**src/rtl/ipl_pkg.sv**
```systemverilog
package ipl_pkg;

    // Instruction codes decoded by each card (fixed encoding, see R2)
    typedef enum logic [2:0] {
        OP_STC   = 3'd0,
        OP_CLC   = 3'd1,
        OP_STF   = 3'd2,
        OP_SFC   = 3'd3,
        OP_SFS   = 3'd4,
        OP_OUT   = 3'd5,
        OP_LOAD  = 3'd6,
        OP_MERGE = 3'd7
    } io_op_e;

endpackage

```
**src/rtl/ipl_card_ctrl.sv**
```systemverilog
module ipl_card_ctrl
    import ipl_pkg::*;
#(
    parameter int WORD_W = 16
) (
    input  logic              clk,
    input  logic              rst_n,
    input  logic              strobe,
    input  io_op_e            op,
    input  logic              hc,
    input  logic [WORD_W-1:0] wdata,
    output logic [WORD_W-1:0] rdata,
    output logic              skip,
    input  logic              word_in_valid,
    input  logic [WORD_W-1:0] word_in,
    output logic              cmd,
    output logic              ctl,
    output logic              flg,
    output logic              fbf,
    output logic [WORD_W-1:0] obuf,
    output logic              stc_fire
);

    typedef struct packed {
        logic              cmd;
        logic              ctl;
        logic              flg;
        logic              fbf;
        logic [WORD_W-1:0] ibuf;
        logic [WORD_W-1:0] obuf;
    } card_st_t;

    card_st_t st_d, st_q;

    always_comb begin
        st_d  = st_q;
        rdata = wdata;
        skip  = 1'b0;
        if (strobe) begin
            case (op)
                OP_STC:   begin st_d.cmd = 1'b1; st_d.ctl = 1'b1; end
                OP_CLC:   begin st_d.cmd = 1'b0; st_d.ctl = 1'b0; end
                OP_STF:   begin st_d.flg = 1'b1; st_d.fbf = 1'b1; end
                OP_SFC:   skip = ~st_q.flg;
                OP_SFS:   skip = st_q.flg;
                OP_OUT:   st_d.obuf = wdata;
                OP_LOAD:  rdata = st_q.ibuf;
                OP_MERGE: rdata = wdata | st_q.ibuf;
                default:  ;
            endcase
            if (hc) begin
                st_d.flg = 1'b0;
                st_d.fbf = 1'b0;
            end
        end
        // An arriving word overrides the instruction's flag/command effects
        if (word_in_valid) begin
            st_d.ibuf = word_in;
            st_d.cmd  = 1'b0;
            st_d.flg  = 1'b1;
            st_d.fbf  = 1'b1;
        end
    end

    always_ff @(posedge clk) begin
        if (!rst_n) begin
            st_q <= '{cmd: 1'b0, ctl: 1'b0, flg: 1'b1, fbf: 1'b1,
                      ibuf: '0, obuf: '0};
        end else begin
            st_q <= st_d;
        end
    end

    assign cmd      = st_q.cmd;
    assign ctl      = st_q.ctl;
    assign flg      = st_q.flg;
    assign fbf      = st_q.fbf;
    assign obuf     = st_q.obuf;
    assign stc_fire = strobe && (op == OP_STC);

    // set-control always leaves control set; clear-control clears both
    a_r2_stc_sets_ctl: assert property (@(posedge clk) disable iff (!rst_n)
        (strobe && op == OP_STC) |=> ctl);
    a_r2_clc_clears: assert property (@(posedge clk) disable iff (!rst_n)
        (strobe && op == OP_CLC) |=> (!cmd && !ctl));
    // hold/clear bit leaves flag clear when no word lands
    a_r3_hc_clears_flag: assert property (@(posedge clk) disable iff (!rst_n)
        (strobe && hc && !word_in_valid) |=> !flg);
    // a delivered word is stored, command drops, flag rises
    a_r9_word_lands: assert property (@(posedge clk) disable iff (!rst_n)
        word_in_valid |=> (flg && !cmd && st_q.ibuf == $past(word_in)));
    // arrival wins over a same-cycle hold/clear
    a_r10_arrival_wins: assert property (@(posedge clk) disable iff (!rst_n)
        (word_in_valid && strobe && hc) |=> (flg && fbf));

endmodule

```
**src/rtl/ipl_tx_ser.sv**
```systemverilog
module ipl_tx_ser #(
    parameter int WORD_W = 16,
    parameter int BYTE_W = 8
) (
    input  logic              clk,
    input  logic              rst_n,
    input  logic              start,
    input  logic [WORD_W-1:0] word,
    output logic              tx_valid,
    output logic [BYTE_W-1:0] tx_data,
    input  logic              tx_ready
);

    localparam int BYTES = WORD_W / BYTE_W;
    localparam int CNT_W = (BYTES > 2) ? $clog2(BYTES) : 1;

    typedef struct packed {
        logic              busy;
        logic [CNT_W-1:0]  cnt;
        logic [WORD_W-1:0] sh;
    } tx_st_t;

    tx_st_t st_d, st_q;

    always_comb begin
        st_d = st_q;
        if (st_q.busy) begin
            // A start while busy is dropped
            if (tx_ready) begin
                if (st_q.cnt == '0) begin
                    st_d.busy = 1'b0;
                end else begin
                    st_d.cnt = st_q.cnt - 1'b1;
                    st_d.sh  = st_q.sh << BYTE_W;
                end
            end
        end else if (start) begin
            st_d.busy = 1'b1;
            st_d.cnt  = CNT_W'(BYTES - 1);
            st_d.sh   = word;
        end
    end

    always_ff @(posedge clk) begin
        if (!rst_n) begin
            st_q <= '0;
        end else begin
            st_q <= st_d;
        end
    end

    assign tx_valid = st_q.busy;
    assign tx_data  = st_q.sh[WORD_W-1 -: BYTE_W];

    // a stalled byte stays put
    a_r6_stall_holds: assert property (@(posedge clk) disable iff (!rst_n)
        (tx_valid && !tx_ready) |=> (tx_valid && $stable(tx_data)));
    // an idle start presents the upper byte next
    a_r6_upper_first: assert property (@(posedge clk) disable iff (!rst_n)
        (!tx_valid && start) |=> (tx_valid && tx_data == $past(word[WORD_W-1 -: BYTE_W])));
    // a start during a stalled word changes nothing
    a_r7_busy_drop: assert property (@(posedge clk) disable iff (!rst_n)
        (tx_valid && start && !tx_ready) |=> $stable(st_q.sh));

endmodule

```
**src/rtl/ipl_rx_asm.sv**
```systemverilog
module ipl_rx_asm #(
    parameter int WORD_W = 16,
    parameter int BYTE_W = 8
) (
    input  logic              clk,
    input  logic              rst_n,
    input  logic              enable,
    input  logic              rx_valid,
    input  logic [BYTE_W-1:0] rx_data,
    output logic              rx_ready,
    output logic              word_valid,
    output logic [WORD_W-1:0] word
);

    localparam int BYTES  = WORD_W / BYTE_W;
    localparam int CNT_W  = (BYTES > 2) ? $clog2(BYTES) : 1;
    localparam int HOLD_W = WORD_W - BYTE_W;

    typedef struct packed {
        logic [CNT_W-1:0]  cnt;
        logic [HOLD_W-1:0] hold;
    } rx_st_t;

    rx_st_t            st_d, st_q;
    logic              accept;
    logic [WORD_W-1:0] joined;

    assign accept = rx_valid && enable;
    assign joined = {st_q.hold, rx_data};

    always_comb begin
        st_d       = st_q;
        word_valid = 1'b0;
        word       = joined;
        if (accept) begin
            if (st_q.cnt == CNT_W'(BYTES - 1)) begin
                word_valid = 1'b1;
                st_d.cnt   = '0;
            end else begin
                st_d.cnt  = st_q.cnt + 1'b1;
                st_d.hold = joined[HOLD_W-1:0];
            end
        end
    end

    always_ff @(posedge clk) begin
        if (!rst_n) begin
            st_q <= '0;
        end else begin
            st_q <= st_d;
        end
    end

    assign rx_ready = enable;

    // a word is only produced while bytes are already held
    a_r9_needs_held_byte: assert property (@(posedge clk) disable iff (!rst_n)
        word_valid |-> (st_q.cnt != '0));
    // nothing is taken while disabled
    a_r11_blocked_no_hold: assert property (@(posedge clk) disable iff (!rst_n)
        !enable |=> $stable(st_q.cnt));

endmodule

```
**src/rtl/ipl_pair.sv**
```systemverilog
module ipl_pair
    import ipl_pkg::*;
#(
    parameter int WORD_W = 16,
    parameter int BYTE_W = 8
) (
    input  logic                   clk,
    input  logic                   rst_n,
    input  logic                   diag_mode,
    input  logic [1:0]             io_strobe,
    input  logic [1:0][2:0]        io_op,
    input  logic [1:0]             io_hc,
    input  logic [1:0][WORD_W-1:0] io_wdata,
    output logic [1:0][WORD_W-1:0] io_rdata,
    output logic [1:0]             io_skip,
    output logic [1:0]             cmd_o,
    output logic [1:0]             ctl_o,
    output logic [1:0]             flag_o,
    output logic [1:0]             flagbuf_o,
    output logic [1:0]             tx_valid,
    output logic [1:0][BYTE_W-1:0] tx_data,
    input  logic [1:0]             tx_ready,
    input  logic [1:0]             rx_valid,
    input  logic [1:0][BYTE_W-1:0] rx_data,
    output logic [1:0]             rx_ready
);

    localparam int NCARD = 2;

    logic [NCARD-1:0]             stc_fire;
    logic [NCARD-1:0][WORD_W-1:0] obuf;
    logic [NCARD-1:0]             rx_wv;
    logic [NCARD-1:0][WORD_W-1:0] rx_word;
    logic [NCARD-1:0]             in_valid;
    logic [NCARD-1:0][WORD_W-1:0] in_word;

    for (genvar c = 0; c < NCARD; c++) begin : g_card
        localparam int P = NCARD - 1 - c;

        // Word into this card: from the partner (diagnostic) or the byte link
        assign in_valid[c] = rx_wv[c] || (diag_mode && stc_fire[P]);
        assign in_word[c]  = (diag_mode && stc_fire[P]) ? obuf[P] : rx_word[c];

        ipl_card_ctrl #(.WORD_W(WORD_W)) u_ctrl (
            .clk           (clk),
            .rst_n         (rst_n),
            .strobe        (io_strobe[c]),
            .op            (io_op_e'(io_op[c])),
            .hc            (io_hc[c]),
            .wdata         (io_wdata[c]),
            .rdata         (io_rdata[c]),
            .skip          (io_skip[c]),
            .word_in_valid (in_valid[c]),
            .word_in       (in_word[c]),
            .cmd           (cmd_o[c]),
            .ctl           (ctl_o[c]),
            .flg           (flag_o[c]),
            .fbf           (flagbuf_o[c]),
            .obuf          (obuf[c]),
            .stc_fire      (stc_fire[c])
        );

        ipl_tx_ser #(.WORD_W(WORD_W), .BYTE_W(BYTE_W)) u_tx (
            .clk      (clk),
            .rst_n    (rst_n),
            .start    (stc_fire[c] && !diag_mode),
            .word     (obuf[c]),
            .tx_valid (tx_valid[c]),
            .tx_data  (tx_data[c]),
            .tx_ready (tx_ready[c])
        );

        ipl_rx_asm #(.WORD_W(WORD_W), .BYTE_W(BYTE_W)) u_rx (
            .clk        (clk),
            .rst_n      (rst_n),
            .enable     (!diag_mode),
            .rx_valid   (rx_valid[c]),
            .rx_data    (rx_data[c]),
            .rx_ready   (rx_ready[c]),
            .word_valid (rx_wv[c]),
            .word       (rx_word[c])
        );
    end

    // a diagnostic set-control reaches the partner's flag
    a_r8_diag_partner_flag: assert property (@(posedge clk) disable iff (!rst_n)
        (diag_mode && stc_fire[0]) |=> flag_o[1]);

endmodule

```
**config.mk**
```make
export PLATFORM = sky130hd
export DESIGN_NAME = ipl_pair
export DESIGN_NICKNAME = d
export VERILOG_FILES = /design/src/rtl/ipl_pkg.sv /design/src/rtl/ipl_card_ctrl.sv /design/src/rtl/ipl_tx_ser.sv /design/src/rtl/ipl_rx_asm.sv /design/src/rtl/ipl_pair.sv
export SDC_FILE = /design/constraint.sdc
export NUM_CORES = 1
export LEC_CHECK = 0
export BUFFER_PORTS_ARGS = -buffer_cell sky130_fd_sc_hd__buf_2
export CAP_MARGIN = 20
export CORE_MARGIN = 3
export CORE_UTILIZATION = 45
export CTS_CLUSTER_SIZE = 40
export DETAILED_ROUTE_END_ITERATION = 12
export GPL_TIMING_DRIVEN = 0
export PLACE_DENSITY_LB_ADDON = 0.05
export SLEW_MARGIN = 25
export SYNTH_ARGS = -nofsm -noshare
export SYNTH_HDL_FRONTEND = slang
export SYNTH_SLANG_ARGS = --single-unit
export TNS_END_PERCENT = 10
```
**constraint.sdc**
```tcl
create_clock -name clk -period 1.9 [get_ports clk]
set_input_delay 0.19 -clock clk [delete_from_list [all_inputs] [get_ports clk]]
set_output_delay 0.19 -clock clk [all_outputs]
set_load 0.01 [all_outputs]
```
Yosys cells after proc, flatten, opt, wreduce, memory -nomap -nowiden
Index checks and enable logic that the tools add are counted.

Muxes and demuxes: 32. Bitwise logic cells: 7. Eq/ne operators: 18. Add/sub/neg operators: 4. Reduce and logical (&&, ||, !) cells: 33.

Operators by type and width (number): $mux 18 (6); $mux 16 (4); $pmux 16 s2 (2); $mux 17 (2); $or 16x16->16 (2); $eq 3x3->1 const B (8); $reduce_and 2->1 (10); $eq 3x2->1 const B (4); $reduce_bool 2->1 (6); $mux 1 (10); $logic_and 1x1->1 (8); $mux 2 (4); $ne 2x2->1 const B (4); $pmux 2 s2 (2); $eq 3x1->1 const B (2); $logic_not 3->1 (2); $reduce_and 3->1 (2); $not 1->1 (5); $pmux 1 s2 (2); $reduce_or 2->1 (2); $add 1x1->1 const B (2); $logic_or 1x1->1 (2); $sub 1x1->1 const B (2); $logic_not 1->1 (1).

Output and inout bits: 62. Bits of input ports: 65. Flip-flop bits (word level): 126. Word-level logic and storage cells: 116.

Longest topological paths before layout
Gate-level depths: netlist of the first run.

Depth in word-level cells: 5. Depth in mapped cells: 7. Mapped depth without buffers: 3.

Cells and area by module
From an unflattened synthesis of the first run, not the netlist that was laid out.

Cell total of the unflattened synthesis: 693. Area, all modules: 6498.7 um^2.

Modules (own cells, without submodules): ipl_card_ctrl (cells each 178, times used 2, area an instance 1696.6 um^2, sequential area each 700.7 um^2); ipl_tx_ser (cells each 91, times used 2, area an instance 834.6 um^2, sequential area each 360.3 um^2); ipl_rx_asm (cells each 57, times used 2, area an instance 503.0 um^2, sequential area each 180.2 um^2); ipl_pair (cells each 41, times used 1, area an instance 430.4 um^2, sequential area each 0.0 um^2).

Least setup slack after synthesis of the first run
Ideal clock, no wire load.

Path kind: input to output. Start point: input io_op[5] in the netlist's numbering. End point: output io_rdata[21] in the netlist's numbering. Path buffers: 4. Stages on the path: 7. Arrival time: 1.466 ns. Data required time: 1.710 ns. Slack: 0.244 ns. Cell sequence: clkbuf_1 -> and3_1 -> clkbuf_1 -> nand2b_1 -> clkbuf_1 -> clkbuf_1 -> a22o_1.

RTL lines: start, declared (line ipl_pair.sv:11) `input logic [1:0][2:0] io_op,`; end, declared (line ipl_pair.sv:14) `output logic [1:0][WORD_W-1:0] io_rdata,`.

==> impl_table.tex, run 1 <==
\begin{tabular}{lr}
\hline
Metric & Value \\
\hline
\multicolumn{2}{l}{\textbf{Final layout}} \\
Area occupied by multi-input gates & 2690 um2 \\
Filler cells & 1168 \\
Area of all sequential standard cells & 2482 um2 \\
Relative area change from synthesis to final layout & 24.28\% \\
Fraction of final layout cells sized beyond drive strength 1 & 24.09\% \\
Antenna cell count & 0 \\
Final design area excluding fillers & 7091 um2 \\
Number of nets in the layout & 879 \\
\multicolumn{2}{l}{\textbf{Die}} \\
\# IOs & 127 \\
DIE HEIGHT & 118.6 um \\
Standard-cell rows & 40 \\
Die width & 118.6 um \\
Die Footprint & 14070 um2 \\
Starting density of the core & 46.72\% \\
Floorplan Core Area & 12210 um2 \\
\multicolumn{2}{l}{\textbf{Critical path}} \\
Critical path data required time & 1710 ps \\
Crit. End Element & primary output \\
Count of buffering cells on the critical path with inverters included & 4 \\
Arrival time at the worst endpoint & 1550 ps \\
Category of cells accounting for the largest share of critical-path delay & buffers and inverters \\
Cell with the largest stage delay on the worst path & and3\_1 \\
Critical path fanouts, max & 10 \\
CP cell instances & clkbuf\_2 > and3\_1 > nand2b\_1 > clkbuf\_1 > clkbuf\_2 > a22o\_1 > buf\_2 \\
Critical Setup Path Class & input port to primary output \\
Crit-path most repeated cell & clkbuf\_2 \\
Critical path launch point type & input port \\
Peak per-stage delay on the critical path & 340 ps \\
\multicolumn{2}{l}{\textbf{Timing}} \\
Tightest Pin Transition & 693.4 ps \\
Setup violation total in the final timing report & 0 \\
Worst slew slack as a fraction of its limit & 53.78\% \\
Final max-slew violation count & 0 \\
Minimum clock period after layout & 1740 ps \\
Fin. Hold Viols & 0 \\
Setup repair after global routing missed its margin & false \\
F\_max & 574.8 MHz \\
PnR worst setup slack & 160.3 ps \\
Tcrit/Tclk final & 91.56\% \\
Worst Clk Skew & 7.447 ps \\
\multicolumn{2}{l}{\textbf{Route}} \\
Antenna Violating Nets Remaining & 0 \\
1st-pass router iterations & 5 \\
Total vias in the final route & 5670 \\
Post-DR vias/cell & 5.704 \\
Starting DRT DRC Count & 433 \\
Wire per inst & 18.50 um \\
DRC Markers & 0 \\
Detailed-route wire length & 18390 um \\
\multicolumn{2}{l}{\textbf{Clock network}} \\
Total CTS buffers & 17 \\
Clock Latency Late Sink & 420 ps \\
Clock sink total & 124 \\
Root cell of the clock tree & clkbuf\_16 \\
Clock tree from TritonCTS & built \\
Clock slew at the register clock pins of the worst setup and hold paths & 50 ps \\
Number of H-tree levels & 4 \\
Number of buffers inserted by hold repair at cts & 0 \\
Setup fix buffers added after clock tree synthesis & 0 \\
Number of buffers between clock root and the deepest sink & 2 \\
\multicolumn{2}{l}{\textbf{Logic synthesis}} \\
Flip-flop and latch count after synthesis & 124 \\
Average size of a mapped cell & 8.403 um2 \\
Number of flops mapped to enable cells by yosys & 0 \\
Count of distinct cell types in the synthesized netlist & 43 \\
Synth top area share & 43.51\% \\
Leading register cell type out of synthesis & dfxtp\_1 \\
Asr flop ratio synth & 0\% \\
Ranking of synthesized cells by instance count & 138 x nand2\_1, 124 x dfxtp\_1, 68 x a21oi\_1 \\
Synthesized area & 5705 um2 \\
Cell with the most instances after synthesis & nand2\_1 \\
Yosys warning total & 0 \\
Fraction of the yosys area taken by sequential cells & 43.51\% \\
Post-synth net total & 744 \\
Library cell occupying the most area in the post-synthesis netlist & dfxtp\_1 \\
Ranking of synthesized cells by area & dfxtp\_1 44\%, nand2\_1 9.1\%, a21oi\_1 6.0\%, a22o\_1 4.9\%, o211ai\_1 4.2\% \\
Number of instances in the synthesized netlist & 679 \\
\multicolumn{2}{l}{\textbf{Power}} \\
Ratio of total power to cell area & 916.4 nW/um2 \\
Total power & 6.498 mW \\
Leakage Power & 2.753 nW \\
VDD IR max & 0.0006794 V \\
\multicolumn{2}{l}{\textbf{Global routing}} \\
Pin count of the biggest net entering global routing & 17 \\
Overall fraction of global-route tracks in use & 25.93\% \\
Wire length of the first global-routing pass & 28620 um \\
Vias in the first global route & 5298 \\
GR Overflow Total & 0 \\
Number of antenna violations at the first check in global routing & 0 \\
\multicolumn{2}{l}{\textbf{Placed design}} \\
Cell area after placement & 6506 um2 \\
Half-perimeter wire length after placement & 14070 um \\
Setup slack after placement & -248.2 ps \\
Global placer's final weighted congestion & 0.9027 \\
Port bufs & 118 \\
\multicolumn{2}{l}{\textbf{Hold path}} \\
Worst min-delay path category & input port to flop \\
\multicolumn{2}{l}{\textbf{Run}} \\
Max-capacitance violation count & 0 \\
\multicolumn{2}{l}{\textbf{Run status}} \\
Result of the run & complete, no violations \\
\hline
\end{tabular}
[cells by family after synthesis]
kind of cell           Yosys count  synth area share (%)
muxes                           16                 2.807
and+or+nand+nor                215                 17.48
DFF                            124                 43.51
buffers and inverters          103                 9.495
AOI/OAI and AO/OA              221                 26.71
[final timing paths]
| check | from | to | slack [ps] | depth (start not counted) |
|---|---|---|---|---|
| max | io_op[5] | io_rdata[24] | 160 | 7 |
| min | rx_data[7] | g_card[0].u_rx.word[15] | 30 | 3 |
| max reg2reg | g_card[1].u_tx.tx_valid | g_card[1].u_tx.tx_data[7] | 190 | 4 |
| min reg2reg | g_card[1].u_tx.st_q[16] | g_card[1].u_tx.st_q[16] | 480 | 2 |
[report_power, final]
group          internal (mW)  switching, mW
combinational          0.242          0.357
sequential              2.67         0.0537
clock                   2.05           1.13
[placed cells by master (no fill, tap or decap), drive strengths merged, types with 5 or more instances in the layout]
cell / instances
buf: 164
nand2: 139
dfxtp: 124
clkbuf: 75
a21oi: 68
a22o: 32
o211ai: 32
o31ai: 27
a31oi: 27
nand3: 20
nor2: 19
mux2i: 16
a32oi: 16
nor4bb: 6
nor3: 6
a311oi: 5
clkinv: 5
[timing repair]
item / 4_1_cts / 5_1_grt
hold endpoints to repair: 0 / 0
setup endpoints to repair: 12 / 10
gates resized for setup: 3 / 0
[registers in the layout (all words and copies together), names as in the netlist]
name                  flops
g_card.u_ctrl.st_q       32
g_card.u_ctrl.fbf         2
g_card.u_rx.st_q          2
g_card.u_tx.tx_valid      2
g_card.u_ctrl.cmd         2
g_card.u_ctrl.ctl         2
g_card.u_tx.tx_data      16
g_card.u_tx.st_q         18
g_card.u_rx.word         16
g_card.u_ctrl.obuf       32
[area by class of cell]
cell class              instances  area share, %
flip-flops and latches        124          35.01
clock buffers                  24          6.935
well taps                     168          2.965
inverters                       4         0.2118
plain buffers                  97          7.376
clock inverters                 7          1.235
repair buffers                118          8.329
multi-input cells             452          37.94
[stage by stage]
stage	util (%)	TNS, ps	hold WS [ps]	std cells
6_report	58.06	0	29.35	994
3_5_place_dp	53.28	-6602	456.0	965
2_1_floorplan	-	0	326.0	679
5_1_grt	58.06	0	28.65	994
4_1_cts	58.02	0	21.75	995
3_3_place_gp	53.28	-4409	439.8	965
[worst reg2reg max path, cell delays in order, from the launching register on]
cell and delay, ps:
dfxtp_1 350, nor2_1 530, clkbuf_1 450, a32oi_1 170, a21oi_1 140
[routing by layer]
metal	vias to the layer above	track usage (%)	part of all wire, %
met1	2672	35.70	44
li1	2712	-	-
met3	24	7.273	9.0
met4	0	6.879	1.6
met2	262	40.00	45
met5	-	0	0
Power figures use the tool's default switching activity.
==> inputs of run 2 (changes only) <==
Settings changed: CORE_UTILIZATION 45 to 30, CTS_CLUSTER_DIAMETER set to 30.
Clock period 1.9 ns to 1.7 ns, I/O delays scaled along.
==> run 2 against run 1 <==
Net effect:
- sequential share of layout area shrank 1.2 points
- clock skew up 5.5 ps
- critical path type is now input port to flop
- cell count is 6.9% higher
- wire length increased by 13%
- non-clock buffer count increased by 7
- first-iteration DRC count is 18% lower
- sequential power is 12% higher
- clock-buffer cell count shrank 1
==> impl_table.tex, run 2 (synthesized netlist as in run 1, its figures left out) <==
\begin{tabular}{lr}
\hline
Metric & Value \\
\hline
\multicolumn{2}{l}{\textbf{Run status}} \\
Result of the run & complete, no violations \\
\multicolumn{2}{l}{\textbf{Final layout}} \\
Most common library cell in the layout ignoring fill and taps & nand2\_1 \\
Most frequent cells in the layout & 138 x nand2\_1, 126 x buf\_2, 123 x dfxtp\_1 \\
Filler cells & 1894 (+62\%) \\
Fraction of final layout cells sized beyond drive strength 1 & 26.14\% (+2.0 points) \\
Number of nets in the layout & 886 (+0.80\%) \\
Relative area change from synthesis to final layout & 28.90\% \\
Final design area excluding fillers & 7355 um2 (+3.7\%) \\
Antenna cell count & 0 (unchanged) \\
Layout Utilization & 40.12\% (-18 points) \\
\multicolumn{2}{l}{\textbf{Clock network}} \\
Root cell of the clock tree & clkbuf\_16 \\
Number of H-tree levels & 4 (unchanged) \\
Clock Latency Late Sink & 420 ps (about the same) \\
Clock sink total & 124 (unchanged) \\
Setup fix buffers added after clock tree synthesis & 0 (unchanged) \\
Clock slew at the register clock pins of the worst setup and hold paths & 60 ps (about the same) \\
Clock tree from TritonCTS & built \\
Number of buffers between clock root and the deepest sink & 2 (unchanged) \\
Total CTS buffers & 17 (unchanged) \\
\multicolumn{2}{l}{\textbf{Power}} \\
Ratio of total power to cell area & 1059 nW/um2 (+16\%) \\
Leakage Power & 2.841 nW (+3.2\%) \\
VDD IR max & 0.0007174 V (+5.6\%) \\
\multicolumn{2}{l}{\textbf{Die}} \\
Starting density of the core & 31.12\% (-16 points) \\
Die Footprint & 20710 um2 (+47\%) \\
Floorplan Core Area & 18330 um2 (+50\%) \\
DIE HEIGHT & 143.9 um (+21\%) \\
Standard-cell rows & 49 (+23\%) \\
Die width & 143.9 um (+21\%) \\
\# IOs & 127 (unchanged) \\
\multicolumn{2}{l}{\textbf{Global routing}} \\
Pin count of the biggest net entering global routing & 17 (unchanged) \\
Wire length of the first global-routing pass & 31330 um (+9.5\%) \\
Overall fraction of global-route tracks in use & 20.03\% (-5.9 points) \\
Number of antenna violations at the first check in global routing & 0 (unchanged) \\
GR Overflow Total & 0 (unchanged) \\
Vias in the first global route & 5408 (+2.1\%) \\
\multicolumn{2}{l}{\textbf{Timing}} \\
Worst slew slack as a fraction of its limit & 53.06\% (-0.71 points) \\
Minimum clock period after layout & 1674 ps \\
Worst Clk Skew & 12.94 ps (+5.490 ps) \\
Fin. Hold Viols & 0 (unchanged) \\
Final max-slew violation count & 0 (unchanged) \\
F\_max & 597.5 MHz \\
Tcrit/Tclk final & 98.45\% \\
Final hold slack & 8.920 ps (-20.43 ps) \\
Setup violation total in the final timing report & 0 (unchanged) \\
PnR worst setup slack & 26.40 ps (-133.9 ps) \\
Tightest Pin Transition & 704.0 ps (+10.67 ps) \\
Setup repair after global routing missed its margin & false \\
\multicolumn{2}{l}{\textbf{Critical path}} \\
Critical path data required time & 1980 ps (+270 ps) \\
Critical Setup Path Class & input port to flop \\
Critical path launch point type & input port \\
Arrival time at the worst endpoint & 1960 ps (+410 ps) \\
Critical path fanouts, max & 10 (unchanged) \\
Number of cells traversed by the worst register-to-register path & 5 (+1) \\
Crit. End Element & flop \\
\multicolumn{2}{l}{\textbf{Placed design}} \\
Half-perimeter wire length after placement & 16070 um (+14\%) \\
Setup slack after placement & -607.3 ps (-359.2 ps) \\
Port bufs & 118 (unchanged) \\
Cell area after placement & 6583 um2 (+1.2\%) \\
Global placer's final weighted congestion & 0.8631 (-4.4\%) \\
\multicolumn{2}{l}{\textbf{Hold path}} \\
Worst min-delay path category & input port to flop \\
Worst hold path depth & 3 (unchanged) \\
\multicolumn{2}{l}{\textbf{Route}} \\
Post-DR vias/cell & 5.360 (-6.0\%) \\
Total vias in the final route & 5698 (+0.49\%) \\
Detailed-route wire length & 20740 um (+13\%) \\
DRC Markers & 0 (unchanged) \\
Antenna Violating Nets Remaining & 0 (unchanged) \\
Starting DRT DRC Count & 354 (-18\%) \\
Wire per inst & 19.51 um (+5.4\%) \\
1st-pass router iterations & 5 (unchanged) \\
\multicolumn{2}{l}{\textbf{Run}} \\
Max-capacitance violation count & 0 (unchanged) \\
\hline
\end{tabular}
[run 2: critical path, cell delays in order]
cell,delay (ps)
clkbuf_2,190
or4b_2,710
clkbuf_1,160
buf_2,190
o31ai_1,460
a31oi_1,70
[run 2: layout make-up]
class | instances | area (um2) | area share, %
Buffer | 98 | 544.3 | 7.400
Clock buffer | 23 | 508.0 | 6.907
Timing Repair Buffer | 124 | 650.6 | 8.847
Inverter | 4 | 18.77 | 0.2552
Tap cell | 229 | 286.5 | 3.896
Sequential cell | 124 | 2484 | 33.77
Clock inverter | 9 | 156.4 | 2.127
Multi-Input combinational cell | 452 | 2706 | 36.80
[run 2: power breakdown]
part / switching [mW] / internal, mW
clock network: 1.35 / 2.69
registers: 0.0637 / 2.98
logic: 0.416 / 0.286
total: 1.83 / 5.95
[run 2: through the flow]
| step | instances | setup TNS, ps | total power, mW |
|---|---|---|---|
| after floorplan | 679 | 0 | 3.478 |
| after global placement | 1026 | -26850 | 3.775 |
| after detailed placement | 1026 | -30020 | 3.783 |
| after CTS | 1063 | 0 | 7.816 |
| after global routing | 1063 | 0 | 8.042 |
| final | 1063 | 0 | 7.790 |
[run 2: path summary, 6_finish.rpt]
kind                             startpoint                         to  slack, ps
setup / recovery                   io_op[3]  g_card[0].u_ctrl.st_q[25]         30
hold / removal                   rx_data[6]    g_card[0].u_rx.word[14]          9
setup reg to reg    g_card[0].u_tx.tx_valid  g_card[0].u_tx.tx_data[7]        160
hold reg to reg   g_card[0].u_ctrl.st_q[19]  g_card[0].u_ctrl.st_q[19]        480
[run 2: layer usage]
metal,track usage [%],vias to the layer above,share of wire (%)
met5,0,-,0
met4,5.847,0,1.2
met3,4.426,19,7.6
met2,29.96,234,43
met1,28.87,2715,48
li1,-,2730,-
[run 2: repair_timing]
action / in CTS / in global routing
pin swaps: 0 / 0
hold buffers: 6 / 0
endpoints found under the setup margin: 38 / 66
gates resized for setup: 5 / 26
endpoints found under the hold margin: 6 / 0
==> inputs of run 3 (changes only) <==
--- a/config.mk
+++ b/config.mk
@@ -10,5 +10,5 @@
 export CORE_MARGIN = 3
 export CORE_UTILIZATION = 30
-export CTS_CLUSTER_DIAMETER = 30
+export CTS_CLUSTER_DIAMETER = 120
 export CTS_CLUSTER_SIZE = 40
 export DETAILED_ROUTE_END_ITERATION = 12
==> constraint.sdc (replaced) <==
create_clock -name clk -period 1.7 [get_ports clk]
set_input_delay 0.34 -clock clk [delete_from_list [all_inputs] [get_ports clk]]
set_output_delay 0.34 -clock clk [all_outputs]
set_load 0.01 [all_outputs]
==> run 3 against run 2 <==
Net effect:
- the run now ends with setup timing left
- cell count shrank 0.56%
- cell area grew 0.75%
- combinational power grew 3.1%
- worst setup slack lost 33 ps
- register-to-register slack lost 50 ps
- sequential share of layout area shrank 0.23 points
- die area is the same
- critical endpoint is now io_skip[1]
==> impl_table.tex, run 3 (synthesized netlist as in run 1, its figures left out) <==
\begin{tabular}{lr}
\hline
Metric & Value \\
\hline
\multicolumn{2}{l}{\textbf{Timing}} \\
Fin. Hold Viols & 0 (unchanged) \\
Worst Clk Skew & 6.412 ps (-6.525 ps) \\
Final hold slack & 181.5 ps (+172.6 ps) \\
Tcrit/Tclk final & 100.4\% (+2.0 points) \\
F\_max & 585.9 MHz (-1.9\%) \\
Final max-slew violation count & 0 (unchanged) \\
Setup violation total in the final timing report & 1 (+1) \\
PnR worst setup slack & -6.775 ps (-33.18 ps) \\
Minimum clock period after layout & 1707 ps (+33.18 ps) \\
Setup repair after global routing missed its margin & true \\
Tightest Pin Transition & 711.8 ps (+7.759 ps) \\
Worst slew slack as a fraction of its limit & 52.55\% (-0.52 points) \\
\multicolumn{2}{l}{\textbf{Critical path}} \\
Critical path data required time & 1360 ps (-620 ps) \\
Critical Setup Path Class & flop to primary output \\
Crit. End Element & primary output \\
Arrival time at the worst endpoint & 1370 ps (-590 ps) \\
Critical path fanouts, max & 5 (-5) \\
Number of cells traversed by the worst register-to-register path & 5 (unchanged) \\
Critical path launch point type & flop \\
\multicolumn{2}{l}{\textbf{Global routing}} \\
Vias in the first global route & 5551 (+2.6\%) \\
Wire length of the first global-routing pass & 31460 um (+0.44\%) \\
Overall fraction of global-route tracks in use & 19.96\% (-0.072 points) \\
Number of antenna violations at the first check in global routing & 0 (unchanged) \\
GR Overflow Total & 0 (unchanged) \\
Pin count of the biggest net entering global routing & 17 (unchanged) \\
\multicolumn{2}{l}{\textbf{Final layout}} \\
Relative area change from synthesis to final layout & 29.87\% \\
Antenna cell count & 0 (unchanged) \\
Area of all sequential standard cells & 2485 um2 (about the same) \\
Filler cells & 1881 (-0.69\%) \\
Number of nets in the layout & 880 (-0.68\%) \\
Most common library cell in the layout ignoring fill and taps & nand2\_1 \\
Fraction of final layout cells sized beyond drive strength 1 & 27.66\% (+1.5 points) \\
Area occupied by multi-input gates & 2764 um2 (+2.1\%) \\
Most frequent cells in the layout & 138 x nand2\_1, 122 x buf\_2, 122 x dfxtp\_1 \\
\multicolumn{2}{l}{\textbf{Clock network}} \\
Number of buffers inserted by hold repair at cts & 0 (-6) \\
Root cell of the clock tree & clkbuf\_16 \\
Clock tree from TritonCTS & built \\
Clock sink total & 124 (unchanged) \\
Number of buffers between clock root and the deepest sink & 2 (unchanged) \\
Clock slew at the register clock pins of the worst setup and hold paths & 60 ps (about the same) \\
Clock Latency Late Sink & 410 ps (about the same) \\
Number of H-tree levels & 4 (unchanged) \\
Total CTS buffers & 17 (unchanged) \\
\multicolumn{2}{l}{\textbf{Route}} \\
1st-pass router iterations & 5 (unchanged) \\
Wire per inst & 19.53 um (about the same) \\
Starting DRT DRC Count & 393 (+11\%) \\
Detailed-route wire length & 20640 um (-0.47\%) \\
Post-DR vias/cell & 5.320 (-0.76\%) \\
DRC Markers & 0 (unchanged) \\
Total vias in the final route & 5623 (-1.3\%) \\
Antenna Violating Nets Remaining & 0 (unchanged) \\
\multicolumn{2}{l}{\textbf{Die}} \\
Die width & 143.9 um (unchanged) \\
Die Footprint & 20710 um2 (unchanged) \\
Starting density of the core & 31.12\% (unchanged) \\
Standard-cell rows & 49 (unchanged) \\
DIE HEIGHT & 143.9 um (unchanged) \\
Floorplan Core Area & 18330 um2 (unchanged) \\
\# IOs & 127 (unchanged) \\
\multicolumn{2}{l}{\textbf{Power}} \\
Psw & 1.786 mW (-2.7\%) \\
Combinational share of power & 9.5\% (+0.5 points) \\
Leakage Power & 2.850 nW (+0.30\%) \\
Sequential power share & 40.1\% (+1.0 points) \\
Ratio of total power to cell area & 1025 nW/um2 (-3.2\%) \\
Total power & 7.594 mW (-2.5\%) \\
Switching fraction of total power & 23.52\% (-0.040 points) \\
VDD IR max & 0.0006909 V (-3.7\%) \\
Power share of the clock group & 50.4\% (-1.5 points) \\
Cell-internal power & 5.808 mW (-2.5\%) \\
\multicolumn{2}{l}{\textbf{Placed design}} \\
Port bufs & 118 (unchanged) \\
Global placer's final weighted congestion & 0.8439 (-2.2\%) \\
Half-perimeter wire length after placement & 16200 um (+0.77\%) \\
\multicolumn{2}{l}{\textbf{Hold path}} \\
Worst min-delay path category & input port to flop \\
Worst hold path depth & 3 (unchanged) \\
\multicolumn{2}{l}{\textbf{Run status}} \\
Result of the run & finished, violations left \\
Failing checks & setup timing \\
\multicolumn{2}{l}{\textbf{Run}} \\
Max-capacitance violation count & 0 (unchanged) \\
\hline
\end{tabular}
[run 3: cell types whose count changed in the layout (fill, tap and decap cells not counted), moves of 4 or more]
cell           before  now
buf_2             126  122
o31ai_2             0    7
buf_4              31   36
buf_6               4    8
o31ai_1            27   20
dlygate4sd3_1       6    0
clkbuf_2           10    3
[run 3: repair_timing]
item	4_1_cts	5_1_grt
pin swaps	4	0
endpoints found under the setup margin	60	72
setup buffers	1	0
cloned	0	0
resized for setup	27	27
[run 3: power by group through the flow]
stage               logic [mW]  registers [mW]  clock network, mW
finish                   0.725            3.05               3.82
global route             0.792            3.05               4.00
CTS                      0.712            3.04               3.89
detailed placement       0.688            3.10                  0
global placement         0.679            3.10                  0
floorplan                0.411            3.07                  0
[run 3: layout make-up]
cell class | instances | share of cell area, %
Inverter | 4 | 0.2195
Clock inverter | 11 | 2.246
Timing Repair Buffer | 119 | 8.325
Clock buffer | 21 | 6.214
Buffer | 97 | 8.291
Multi-Input combinational cell | 452 | 37.30
Sequential cell | 124 | 33.54
Tap cell | 229 | 3.867
[run 3: per-layer routing]
layer | track usage (%) | part of all wire [%]
met1 | 28.39 | 49
met2 | 30.87 | 44
met3 | 3.827 | 5.7
met4 | 5.600 | 1.4
met5 | 0 | 0
[run 3: critical path, stage by stage (launching register included)]
cell	delay, ps
dfxtp_2	340
nor4bb_1	260
o21a_1	160
buf_4	110
buf_6	90
[run 3: through the flow]
step	utilization (%)	std cells	setup TNS, ps	instance area [um2]	worst slack (ps)
2_1_floorplan	-	679	-1924	5748	-64.24
3_3_place_gp	36.14	1026	-40380	6625	-704.5
3_5_place_dp	36.14	1026	-43290	6625	-746.2
4_1_cts	40.05	1057	-419.4	7342	-43.26
5_1_grt	40.42	1057	-627.6	7410	-91.19
6_report	40.42	1057	-6.775	7410	-6.775
[run 3: worst paths after layout]
kind	start	to	slack, ps
setup / recovery	g_card[1].u_ctrl.fbf	io_skip[1]	-7
hold / removal	rx_data[2]	g_card[0].u_rx.word[10]	180
hold reg to reg	g_card[0].u_ctrl.st_q[18]	g_card[0].u_ctrl.st_q[18]	480
setup reg to reg	g_card[0].u_tx.tx_valid	g_card[0].u_tx.tx_data[6]	110
